### config.mk
export PLATFORM = sky130hd
export DESIGN_NAME = negsum_adder
export DESIGN_NICKNAME = d
export VERILOG_FILES = /design/src/rtl/negsum_pkg.sv /design/src/rtl/negsum_low2.sv /design/src/rtl/negsum_upper.sv /design/src/rtl/negsum_outreg.sv /design/src/rtl/negsum_adder.sv
export SDC_FILE = /design/constraint.sdc
export NUM_CORES = 1
export LEC_CHECK = 0
export BUFFER_PORTS_ARGS = -buffer_cell sky130_fd_sc_hd__buf_2
export CORE_ASPECT_RATIO = 0.75
export CORE_UTILIZATION = 35
export DETAILED_ROUTE_END_ITERATION = 16
export GPL_ROUTABILITY_DRIVEN = 1
export GPL_TIMING_DRIVEN = 0
export PLACE_DENSITY_LB_ADDON = 0.08
export SYNTH_ARGS = -nofsm -noshare
export SYNTH_HDL_FRONTEND = slang
export SYNTH_SLANG_ARGS = --single-unit
### constraint.sdc
create_clock -name clk -period 17.8 [get_ports clk]
set_input_delay 3.56 -clock clk [delete_from_list [all_inputs] [get_ports clk]]
set_output_delay 3.56 -clock clk [all_outputs]
set_load 0.01 [all_outputs]
### src/rtl/negsum_pkg.sv
package negsum_pkg;

    // Carry between bit positions. Its value is 0, 1 or 2, and at most
    // one flag is set at a time.
    typedef struct packed {
        logic dbl;   // carry worth 2
        logic sgl;   // carry worth 1
    } tcarry_t;

    // Output of the two-bit low stage.
    typedef struct packed {
        logic [1:0] bits;
        tcarry_t    cout;
    } low_out_t;

    // Build a carry from the top bits of a column total.
    function automatic tcarry_t carry_from(input logic two, input logic one);
        tcarry_t c;
        c.dbl = two;
        c.sgl = one;
        return c;
    endfunction

endpackage

### src/rtl/negsum_low2.sv
module negsum_low2
    import negsum_pkg::*;
(
    input  logic [1:0] a_lo,
    input  logic [1:0] b_lo,
    output low_out_t   lo
);

    // Inverted low pairs plus the folded constant 2: the total lies in 2..8.
    logic [3:0] total;

    always_comb begin
        total   = {2'b00, ~a_lo} + {2'b00, ~b_lo} + 4'd2;
        lo.bits = total[1:0];
        lo.cout = carry_from(total[3], total[2]);
    end

endmodule

### src/rtl/negsum_upper.sv
module negsum_upper
    import negsum_pkg::*;
#(
    parameter int HI_W = 14
) (
    input  logic            clk,
    input  logic            rst,
    input  logic [HI_W-1:0] a_hi,
    input  logic [HI_W-1:0] b_hi,
    input  tcarry_t         cin,
    output logic [HI_W-1:0] sum_hi
);

    tcarry_t carry [HI_W];

    assign carry[0] = cin;

    for (genvar i = 0; i < HI_W; i++) begin : g_cell
        if (i < HI_W - 1) begin : g_mid
            // Column total is 0..4, so the carry out is 0, 1 or 2.
            logic [2:0] tot;
            assign tot = {2'b00, ~a_hi[i]} + {2'b00, ~b_hi[i]}
                       + {2'b00, carry[i].sgl} + {1'b0, carry[i].dbl, 1'b0};
            assign sum_hi[i]  = tot[0];
            assign carry[i+1] = carry_from(tot[2], tot[1]);
        end else begin : g_top
            // Top column: only the parity matters; the carry out is dropped.
            assign sum_hi[i] = a_hi[i] ^ b_hi[i] ^ carry[i].sgl;
        end

        // a carry entering any column holds at most one flag.
        a_r4_carry_onehot: assert property (@(posedge clk) disable iff (rst)
            $onehot0({carry[i].dbl, carry[i].sgl}));
    end

endmodule

### src/rtl/negsum_outreg.sv
module negsum_outreg #(
    parameter int WIDTH      = 16,
    parameter bit REGISTERED = 1'b1
) (
    input  logic             clk,
    input  logic             rst,
    input  logic             in_valid,
    input  logic [WIDTH-1:0] d,
    output logic [WIDTH-1:0] q,
    output logic             q_valid
);

    if (REGISTERED) begin : g_reg
        always_ff @(posedge clk) begin
            if (rst) begin
                q       <= '0;
                q_valid <= 1'b0;
            end else begin
                if (in_valid) begin
                    q <= d;
                end
                q_valid <= in_valid;
            end
        end

        // a valid input is captured and flagged on the next cycle.
        a_r7_capture: assert property (@(posedge clk) disable iff (rst)
            in_valid |=> (q_valid && q == $past(d)));

        // without valid the copy holds and the flag drops.
        a_r8_hold: assert property (@(posedge clk) disable iff (rst)
            !in_valid |=> (!q_valid && $stable(q)));
    end else begin : g_pass
        assign q       = d;
        assign q_valid = in_valid;
    end

endmodule

### src/rtl/negsum_adder.sv
module negsum_adder
    import negsum_pkg::*;
#(
    parameter int WIDTH      = 16,
    parameter bit REGISTERED = 1'b1
) (
    input  logic             clk,
    input  logic             rst,
    input  logic             in_valid,
    input  logic [WIDTH-1:0] a_in,
    input  logic [WIDTH-1:0] b_in,
    output logic [WIDTH-1:0] neg_sum,
    output logic [WIDTH-1:0] neg_sum_q,
    output logic             out_valid_q
);

    localparam int HI_W = WIDTH - 2;

    low_out_t        lo;
    logic [HI_W-1:0] sum_hi;

    negsum_low2 u_low (
        .a_lo (a_in[1:0]),
        .b_lo (b_in[1:0]),
        .lo   (lo)
    );

    negsum_upper #(.HI_W(HI_W)) u_upper (
        .clk    (clk),
        .rst    (rst),
        .a_hi   (a_in[WIDTH-1:2]),
        .b_hi   (b_in[WIDTH-1:2]),
        .cin    (lo.cout),
        .sum_hi (sum_hi)
    );

    assign neg_sum = {sum_hi, lo.bits};

    negsum_outreg #(.WIDTH(WIDTH), .REGISTERED(REGISTERED)) u_out (
        .clk      (clk),
        .rst      (rst),
        .in_valid (in_valid),
        .d        (neg_sum),
        .q        (neg_sum_q),
        .q_valid  (out_valid_q)
    );

    // Adding the operands back to the result must give zero modulo 2^WIDTH.
    logic [WIDTH-1:0] cancel_chk;
    assign cancel_chk = neg_sum + a_in + b_in;

    // the result cancels the operand sum.
    a_r1_sum_cancels: assert property (@(posedge clk) disable iff (rst)
        cancel_chk == '0);

    // bit 0 of the result is the parity of the operand bits 0.
    a_r2_bit0_parity: assert property (@(posedge clk) disable iff (rst)
        neg_sum[0] == (a_in[0] ^ b_in[0]));

endmodule

==> run_results.csv, run 1 <==
group,metric,value,unit
run_status,status,"complete, no violations",
synthesis,synthXorXnorAreaFrac,1.79,%
synthesis,synth_top_area_cell,"dfxtp_1",
drt,drt-total-wl,2820,µm
drt,first_pass_iters,3,
synthesis,syn_avg_cell_area,9.11,µm²
placement,post-place-ws,0.331,ns
die,start_util,38.3,%
die,ios,68,
drt,vias,1146,
setup_path,startpoint_type,"input pin",
die,rows,19,
synthesis,synth_fa_ha_area_share,41.3,%
clock_network,cts_root_buf,"clkbuf_8",
worst_hold_path,whs_path_depth,2,
synthesis,syn_inst,161,
timing,tightest_slew,0.211,ns
power,leakage,1.17,nW
synthesis,yosysWarningCount,0,
clock_network,cts_max_level,1,
drt,drc,0,
setup_path,r2r_slack,17.15,ns
synthesis,synth.top_cell.area_share,23.2,%
power,peakVddDrop,0.0000636,V
clock_network,clockBufferDepth,2,
power,power_density,91.1,nW/µm²
setup_path,cp_max_fo,3,
die,die_y,58.1,µm
timing,fin_hold_ws,0.486,ns
global_route,antenna_found_initial,0,
global_route,grt_pass1_wl,4950,µm
drt,ant_nets,0,
final_layout,num-fill-cells,392,
clock_network,post_cts_buffers,0,
timing,period_minus_slack,17.37,ns
timing,fmax,57.6,MHz
drt,drt_iter0_drc,16,
synthesis,synth_simple_gate_area_share,4.61,%
final_layout,seqCellArea,340,µm²
job,drv_cap,0,
placement,port_buffers,65,
placement,gp_congestion,0.741,
global_route,grt_max_degree,11,
global_route,grt_pass1_vias,1152,
final_layout,nets,306,
synthesis,synth-compound-area-share,0.512,%
synthesis,synth-seq-cells,17,
synthesis,ys_types,11,
timing,slew_viol_final,0,
clock_network,cts_made_buffers,3,
timing,rsz0062_at_grt,"yes",
clock_network,clk_pin_slew,0.06,ns
setup_path,cp_slowest_stage_delay,0.55,ns
timing,slew_headroom,86.0,%
synthesis,synth_top_family_by_area,"adder cells",
synthesis,seq_area_frac_synth,23.2,%
die,coreArea,3830,µm²
clock_network,clock_latency,0.25,ns
worst_hold_path,hold_class,"reg2reg",
timing,finalSetupViolCount,0,
timing,clock_skew,0,ns
setup_path,critical_path_class,"in2out",
setup_path,path_common_cell,"inv_1",
timing,finalHoldViolations,0,
synthesis,synth_nets,236,
setup_path,worst_ep_required_time,14.24,ns
setup_path,cp.arrival,13.81,ns
synthesis,synth_mux_area_share,10.2,%
die,die_x,76.7,µm
die,die_area,4460,µm²
setup_path,cp-end-kind,"output port",
drt,viasPerCell,4.06,
final_layout,area_growth,30.0,%
setup_path,r2r_cells,3,
clock_network,cts_tree,"done",
final_layout,drive_gt1_share,32.6,%
clock_network,clock-sinks,17,
global_route,grt_overflow,0,
final_layout,antenna_cells,0,
final_layout,multi_input_area,862,µm²
drt,wl_per_cell,10.0,µm
timing,post-route-period-util,97.6,%
synthesis,synth.top_cells.by_area,"dfxtp_1, ha_1, fa_1",
timing,worst_slack,0.428,ns
placement,dp_hpwl,2470,µm
setup_path,cp_slowest_cell,"fa_1",
global_route,grt_util_all_layers,14.4,%
synthesis,mappedNetlistArea,1470,µm²
-- cell families after synthesis --
family / after synthesis
flip-flops: 17
multiplexers: 15
AO/OA/AOI/OAI: 1
buffers and inverters: 67
XOR/XNOR: 3
AND/OR/NAND/NOR: 18
adder cells (fa/ha/maj): 40
-- flip-flops by register name, indices dropped and copies added, names as in the netlist --
| register | flops |
|---|---|
| u_out.q_valid | 1 |
| u_out.q | 16 |
-- layout make-up --
cell class              count  share of cell area, %
plain buffers               4                   1.71
clock buffers               4                   2.36
inverters                  63                   12.4
multi-input cells          77                   45.2
flip-flops and latches     17                   17.8
well taps                  52                   3.41
repair buffers             65                   17.1
-- Yosys cell counts --
master    n
buf_2     2
buf_6     2
dfxtp_1  17
fa_1     14
ha_1     26
inv_1    63
mux2i_1  15
nor2_1   18
o21a_1    1
xnor2_1   2
xor2_1    1
-- timing repair --
item                                    in CTS  in global routing
hold buffers                                 0                  0
resized for setup                            0                  3
endpoints found under the setup margin       0                  1
-- report_power, final --
part	internal [W]	switching, W	total, W	leakage [nW]
combinational	0.0000447	0.0000518	0.0000966	1.01
sequential	0.0000453	0.00000327	0.0000485	0.141
clock	0.0000159	0.0000128	0.0000287	0.0228
-- cells in the final DEF (no fill, tap or decap) --
master    instances
dfxtp_1          17
nor2_1           18
clkbuf_8          3
fa_2              1
ha_1             25
inv_1            62
xnor2_1           2
mux2i_1          15
buf_2            67
xor2_1            1
clkbuf_1          1
fa_1             13
inv_2             1
ha_2              1
buf_6             2
o21a_1            1
-- path summary, 6_finish.rpt --
check / start / to
setup / recovery: a_in[0] / neg_sum[15]
hold reg to reg: u_out.q[6] / u_out.q[6]
setup reg to reg: u_out.q[15] / u_out.q[15]
hold / removal: u_out.q[6] / u_out.q[6]
-- through the flow --
step	utilization (%)	cells	area (µm²)	TNS [ns]	power, W
finish	49.8	282	1910	0	0.000174
global route	49.8	282	1910	-0.154	0.000193
CTS	49.7	282	1900	0	0.000177
detailed placement	48.5	278	1860	0	0.000147
global placement	48.5	278	1860	0	0.000145
floorplan	-	161	1470	0	0.000113
-- per-layer routing --
metal | up-vias | wire length, µm | share of wire [%] | track usage [%]
met5 | - | 0 | 0 | 0
met4 | 0 | 8 | 0.28 | 2.47
met3 | 2 | 181 | 6.4 | 4.25
met2 | 40 | 1330 | 47 | 25.0
met1 | 508 | 1300 | 46 | 18.1
li1 | 596 | - | - | -
-- worst max-delay path, delay by kind of cell --
family                   cells  cell delay, ns
adder cells (fa/ha/maj)     28            8.53
buffers and inverters       23            1.38
XOR/XNOR                     2            0.34
Note: power is estimated with default switching activity, not from simulation.
==> run 2, diff against run 1 <==
--- a/config.mk
+++ b/config.mk
@@ -11,7 +11,7 @@
 export DETAILED_ROUTE_END_ITERATION = 16
 export GPL_ROUTABILITY_DRIVEN = 1
 export GPL_TIMING_DRIVEN = 0
-export PLACE_DENSITY_LB_ADDON = 0.08
+export PLACE_DENSITY = 0.64
 export SYNTH_ARGS = -nofsm -noshare
 export SYNTH_HDL_FRONTEND = slang
 export SYNTH_SLANG_ARGS = --single-unit
==> run 2 against run 1 <==
Register-to-register slack barely moved. Via count rose by 0.87%. Die area did not move. Non-clock buffer count rose by 2. Utilization rose by 0.39 points.
==> run_results.csv, run 2 (synthesis gave the netlist of run 1 again) <==
group,metric,value,unit
setup_path,cp-end-kind,"output port",
drt,wl_met3,239,µm
timing,slew_headroom,86.5,%
final_layout,largest_reg_flops,16,
setup_path,startpoint_type,"input pin",
power,power_density,91.5,nW/µm²
die,start_util,38.3,%
drt,top_layer,"met4",
drt,drc,0,
final_layout,area_growth,31.1,%
drt,ant_nets,0,
setup_path,crit_end,"neg_sum[15]",
final_layout,final_common_cell,"buf_2",
global_route,grt_pass1_vias,1092,
drt,wl_per_cell,9.38,µm
final_layout,multi_input_area,862,µm²
setup_path,cp_top_family,"adder cells",
drt,wl_met2,1120,µm
die,coreArea,3830,µm²
timing,finalHoldViolations,0,
timing,clock_skew,0,ns
setup_path,r2r_slack,17.15,ns
job,drv_cap,0,
timing,period_minus_slack,17.39,ns
setup_path,critical_path_class,"in2out",
final_layout,antenna_cells,0,
global_route,antenna_found_initial,0,
final_layout,nets,308,
setup_path,cp_max_fo,3,
clock_network,clk_pin_slew,0.07,ns
die,rows,19,
global_route,grt_overflow,0,
power,peakVddDrop,0.0000537,V
drt,drt-total-wl,2660,µm
drt,wl_met1,1290,µm
global_route,grt_max_degree,11,
setup_path,cp.arrival,13.83,ns
setup_path,path_depth,53,
final_layout,reg_top3,"u_out.q: 16 flops, u_out.q_valid: 1 flops",
clock_network,clockBufferDepth,2,
setup_path,cp_slowest_cell,"fa_1",
die,ios,68,
drt,drt_iter0_drc,12,
final_layout,drive_gt1_share,32.8,%
final_layout,num-fill-cells,388,
die,die_area,4460,µm²
clock_network,cts_tree,"done",
run_status,status,"complete, no violations",
final_layout,seqCellArea,340,µm²
placement,port_buffers,65,
drt,viasPerCell,4.07,
final_layout,layout_common_cells,"buf_2, inv_1, ha_1, nor2_1, dfxtp_1",
setup_path,worstReg2RegEnd,"u_out.q[15]",
timing,rsz0062_at_grt,"yes",
global_route,grt_util_all_layers,13.6,%
clock_network,clock-sinks,17,
die,die_y,58.1,µm
global_route,grt_pass1_wl,4700,µm
timing,tightest_slew,0.200,ns
setup_path,path_common_cell,"inv_1",
final_layout,final_util,50.2,%
power,p_total,0.000176,W
placement,dp_hpwl,2310,µm
setup_path,critPathLaunch,"a_in[0]",
clock_network,clock_latency,0.24,ns
power,leakage,1.18,nW
setup_path,r2r_start,"u_out.q[15]",
setup_path,cp_slowest_stage_delay,0.55,ns
timing,fin_hold_ws,0.485,ns
final_layout,regMostFlops,"u_out.q",
drt,vias,1156,
timing,slew_viol_final,0,
clock_network,cts_root_buf,"clkbuf_8",
setup_path,r2r_cells,3,
setup_path,worst_ep_required_time,14.24,ns
drt,first_pass_iters,2,
clock_network,cts_made_buffers,3,
setup_path,crit_buf_inv,23,
worst_hold_path,hold_class,"reg2reg",
clock_network,ctsHoldBuffers,0,
timing,post-route-period-util,97.7,%
clock_network,cts_max_level,1,
placement,gp_congestion,0.693,
timing,finalSetupViolCount,0,
die,die_x,76.7,µm
timing,fmax,57.5,MHz
-- run 2: worst min path at each step --
stage	startpoint	end	cells after the start
3_5_place_dp	u_out.q[6]	u_out.q[6]	2
3_3_place_gp	u_out.q[4]	u_out.q[4]	2
2_1_floorplan	u_out.q[10]	u_out.q[10]	2
4_1_cts	u_out.q[6]	u_out.q[6]	2
6_report	u_out.q[6]	u_out.q[6]	2
5_1_grt	u_out.q[1]	u_out.q[1]	2
-- run 2: metal layers --
layer | GRT usage (%) | vias to the layer above
met5 | 0 | -
met4 | 2.47 | 0
met3 | 4.41 | 2
met2 | 22.7 | 44
met1 | 17.3 | 503
li1 | - | 607
-- run 2: timing repair --
action	4_1_cts	5_1_grt
setup endpoints to repair	0	1
setup buffers	0	2
gates resized for setup	0	2
-- run 2: area by class of cell --
type / count / area share (%)
Sequential cell: 17 / 17.7
Buffer: 4 / 1.69
Timing Repair Buffer: 67 / 17.7
Inverter: 63 / 12.3
Clock buffer: 4 / 2.34
Multi-Input combinational cell: 77 / 44.9
Tap cell: 52 / 3.39
-- run 2: where the power goes --
group | internal, W | total (W) | switching, W
registers | 0.0000453 | 0.0000486 | 0.00000333
logic | 0.0000463 | 0.0000989 | 0.0000526
clock network | 0.0000159 | 0.0000283 | 0.0000125
-- run 2: worst min-delay path: stages (launching register included) --
cell     delay (ns)
dfxtp_1        0.32
mux2i_1        0.06
nor2_1         0.07
-- run 2: per-stage QoR --
| step | area [µm²] | cells | TNS, ns | setup slack (ns) |
|---|---|---|---|---|
| after floorplan | 1470 | 161 | 0 | 0.926 |
| after global placement | 1860 | 278 | 0 | 0.446 |
| after detailed placement | 1860 | 278 | 0 | 0.333 |
| after CTS | 1900 | 282 | 0 | 0.274 |
| after global routing | 1920 | 284 | -0.150 | -0.150 |
| final | 1920 | 284 | 0 | 0.405 |
==> run 3, diff against run 2 <==
--- a/config.mk
+++ b/config.mk
@@ -7,11 +7,11 @@
 export LEC_CHECK = 0
 export BUFFER_PORTS_ARGS = -buffer_cell sky130_fd_sc_hd__buf_2
 export CORE_ASPECT_RATIO = 0.75
-export CORE_UTILIZATION = 35
+export CORE_UTILIZATION = 45
 export DETAILED_ROUTE_END_ITERATION = 16
 export GPL_ROUTABILITY_DRIVEN = 1
-export GPL_TIMING_DRIVEN = 0
-export PLACE_DENSITY = 0.64
+export GPL_TIMING_DRIVEN = 1
+export PLACE_DENSITY = 0.76
 export SYNTH_ARGS = -nofsm -noshare
 export SYNTH_HDL_FRONTEND = slang
 export SYNTH_SLANG_ARGS = --single-unit
==> run 3 against run 2 <==
Flip-flop and latch count stayed put. Combinational power is 1% higher. Critical endpoint unchanged. Count of clock-buffer cells in the layout down 1. Total power up 0.21%. Global-route usage is 2.6 points higher. Highest routed layer unchanged. Critical path type unchanged. Clock skew is the same. Final cell count down 6.0%. Die area down 22%. Worst setup slack better by 0.047 ns. Largest cell class unchanged.
==> run_results.csv, run 3 (synthesis gave the netlist of run 1 again) <==
group,metric,value,unit
setup_path,r2r_cells,3,
power,p_comb_share,56.7,%
timing,fin_hold_ws,0.486,ns
die,die_y,51.4,µm
timing,finalHoldViolations,0,
timing,finalSetupViolCount,0,
final_layout,layoutNonFillerInstCount,267,
clock_network,cts_made_buffers,3,
drt,first_pass_iters,4,
drt,drc,0,
worst_hold_path,whs_path_depth,2,
die,rows,17,
timing,tightest_slew,0.484,ns
power,p_int,0.000108,W
setup_path,worst_ep_required_time,14.24,ns
run_status,status,"complete, no violations",
clock_network,clockBufferDepth,2,
power,p_seq_share,27.6,%
final_layout,nets,305,
clock_network,cts_tree,"done",
setup_path,cp_max_fo,2,
setup_path,cp_slowest_cell,"fa_1",
timing,period_minus_slack,17.35,ns
final_layout,regMostFlops,"u_out.q",
clock_network,clock_latency,0.25,ns
power,p_sw_share,38.6,%
timing,rsz0062_at_grt,"yes",
drt,drt_iter0_drc,21,
timing,post-route-period-util,97.5,%
final_layout,layout_common_cells,"buf_2, inv_1, nor2_1, ha_1, dfxtp_1",
global_route,antenna_found_initial,0,
worst_hold_path,hold_class,"reg2reg",
drt,drt-total-wl,2500,µm
global_route,grt_util_all_layers,16.2,%
job,drv_cap,0,
clock_network,cts_max_level,1,
clock_network,clk_pin_slew,0.06,ns
drt,vias,1135,
power,peakVddDrop,0.0000793,V
power,leakage,1.16,nW
die,die_x,67.9,µm
setup_path,critical_path_class,"in2out",
placement,gp_congestion,0.667,
final_layout,largest_reg_flops,16,
power,power_density,92.8,nW/µm²
setup_path,cp.arrival,13.79,ns
timing,clock_skew,0,ns
power,switching_power,0.0000681,W
global_route,grt_pass1_wl,4170,µm
setup_path,startpoint_type,"input pin",
final_layout,final_common_cell,"buf_2",
die,start_util,48.6,%
placement,port_buffers,67,
drt,wl_per_cell,9.36,µm
die,ios,68,
final_layout,drive_gt1_share,35.8,%
final_layout,area_growth,29.5,%
global_route,grt_max_degree,18,
drt,viasPerCell,4.25,
timing,fmax,57.6,MHz
placement,dpl-instance-area,1820,µm²
global_route,grt_overflow,0,
setup_path,cp_slowest_stage_delay,0.51,ns
final_layout,antenna_cells,0,
timing,slew_viol_final,0,
global_route,grt_pass1_vias,1031,
power,p_total,0.000176,W
setup_path,cp-end-kind,"output port",
final_layout,reg_top3,"u_out.q: 16 flops, u_out.q_valid: 1 flops",
clock_network,cts_root_buf,"clkbuf_8",
power,p_clk_share,15.7,%
drt,ant_nets,0,
placement,dp_hpwl,2100,µm
final_layout,finalInstanceArea,1900,µm²
timing,slew_headroom,67.7,%
die,coreArea,3020,µm²
clock_network,clock-sinks,17,
placement,placed_cells,262,
clock_network,ctsHoldBuffers,0,
die,die_area,3490,µm²
setup_path,path_common_cell,"inv_1",
## run 3: worst paths after layout
path / from / endpoint / slack [ns]
hold reg to reg: u_out.q[6] / u_out.q[6] / 0.49
setup / recovery: a_in[0] / neg_sum[15] / 0.45
hold / removal: u_out.q[6] / u_out.q[6] / 0.49
setup reg to reg: u_out.q[15] / u_out.q[15] / 17.15
## run 3: critical path: cells and delay by family
kind	cells	cell delay, ns
buffers and inverters	23	1.34
xor gates and xnor gates	2	0.35
adders and majority gates	28	8.54
## run 3: area by class of cell
cell class / instances / area, µm²
clock inverter: 1 / 5.00
fill: 271 / 1120
inverter: 63 / 236
clock buffer: 3 / 41.3
timing repair buffer: 68 / 349
tap: 38 / 47.5
sequential: 17 / 340
multi-input combinational: 77 / 880
## run 3: metrics by stage
stage	setup WS, ns	utilization [%]	setup TNS (ns)
floorplan	0.926	-	0
global placement	0.460	60.1	0
detailed placement	0.346	60.1	0
CTS	0.286	61.7	0
global route	-0.181	62.9	-0.181
finish	0.453	62.9	0
## run 3: repair_timing
action                                  in CTS  in global routing
endpoints found under the setup margin       0                  2
setup buffers                                0                  1
gates resized for setup                      0                 11
## run 3: metal layers
layer  global-route usage, %  share of wire (%)  up-vias  routed length (µm)
met3                    6.25                9.9        2                 247
met5                       0                  0        -                   0
met1                    19.8                 46      485                1140
li1                        -                  -      599                   -
met2                    26.7                 44       49                1100
met4                    3.47               0.32        0                   8
## run 3: power groups by stage
stage	Combinational, W	Clock, W	Sequential, W
detailed placement	0.0000963	0	0.0000492
global route	0.000117	0.0000316	0.0000494
floorplan	0.0000601	0	0.0000528
finish	0.0000999	0.0000277	0.0000486
global placement	0.0000941	0	0.0000492
CTS	0.0000975	0.0000293	0.0000486
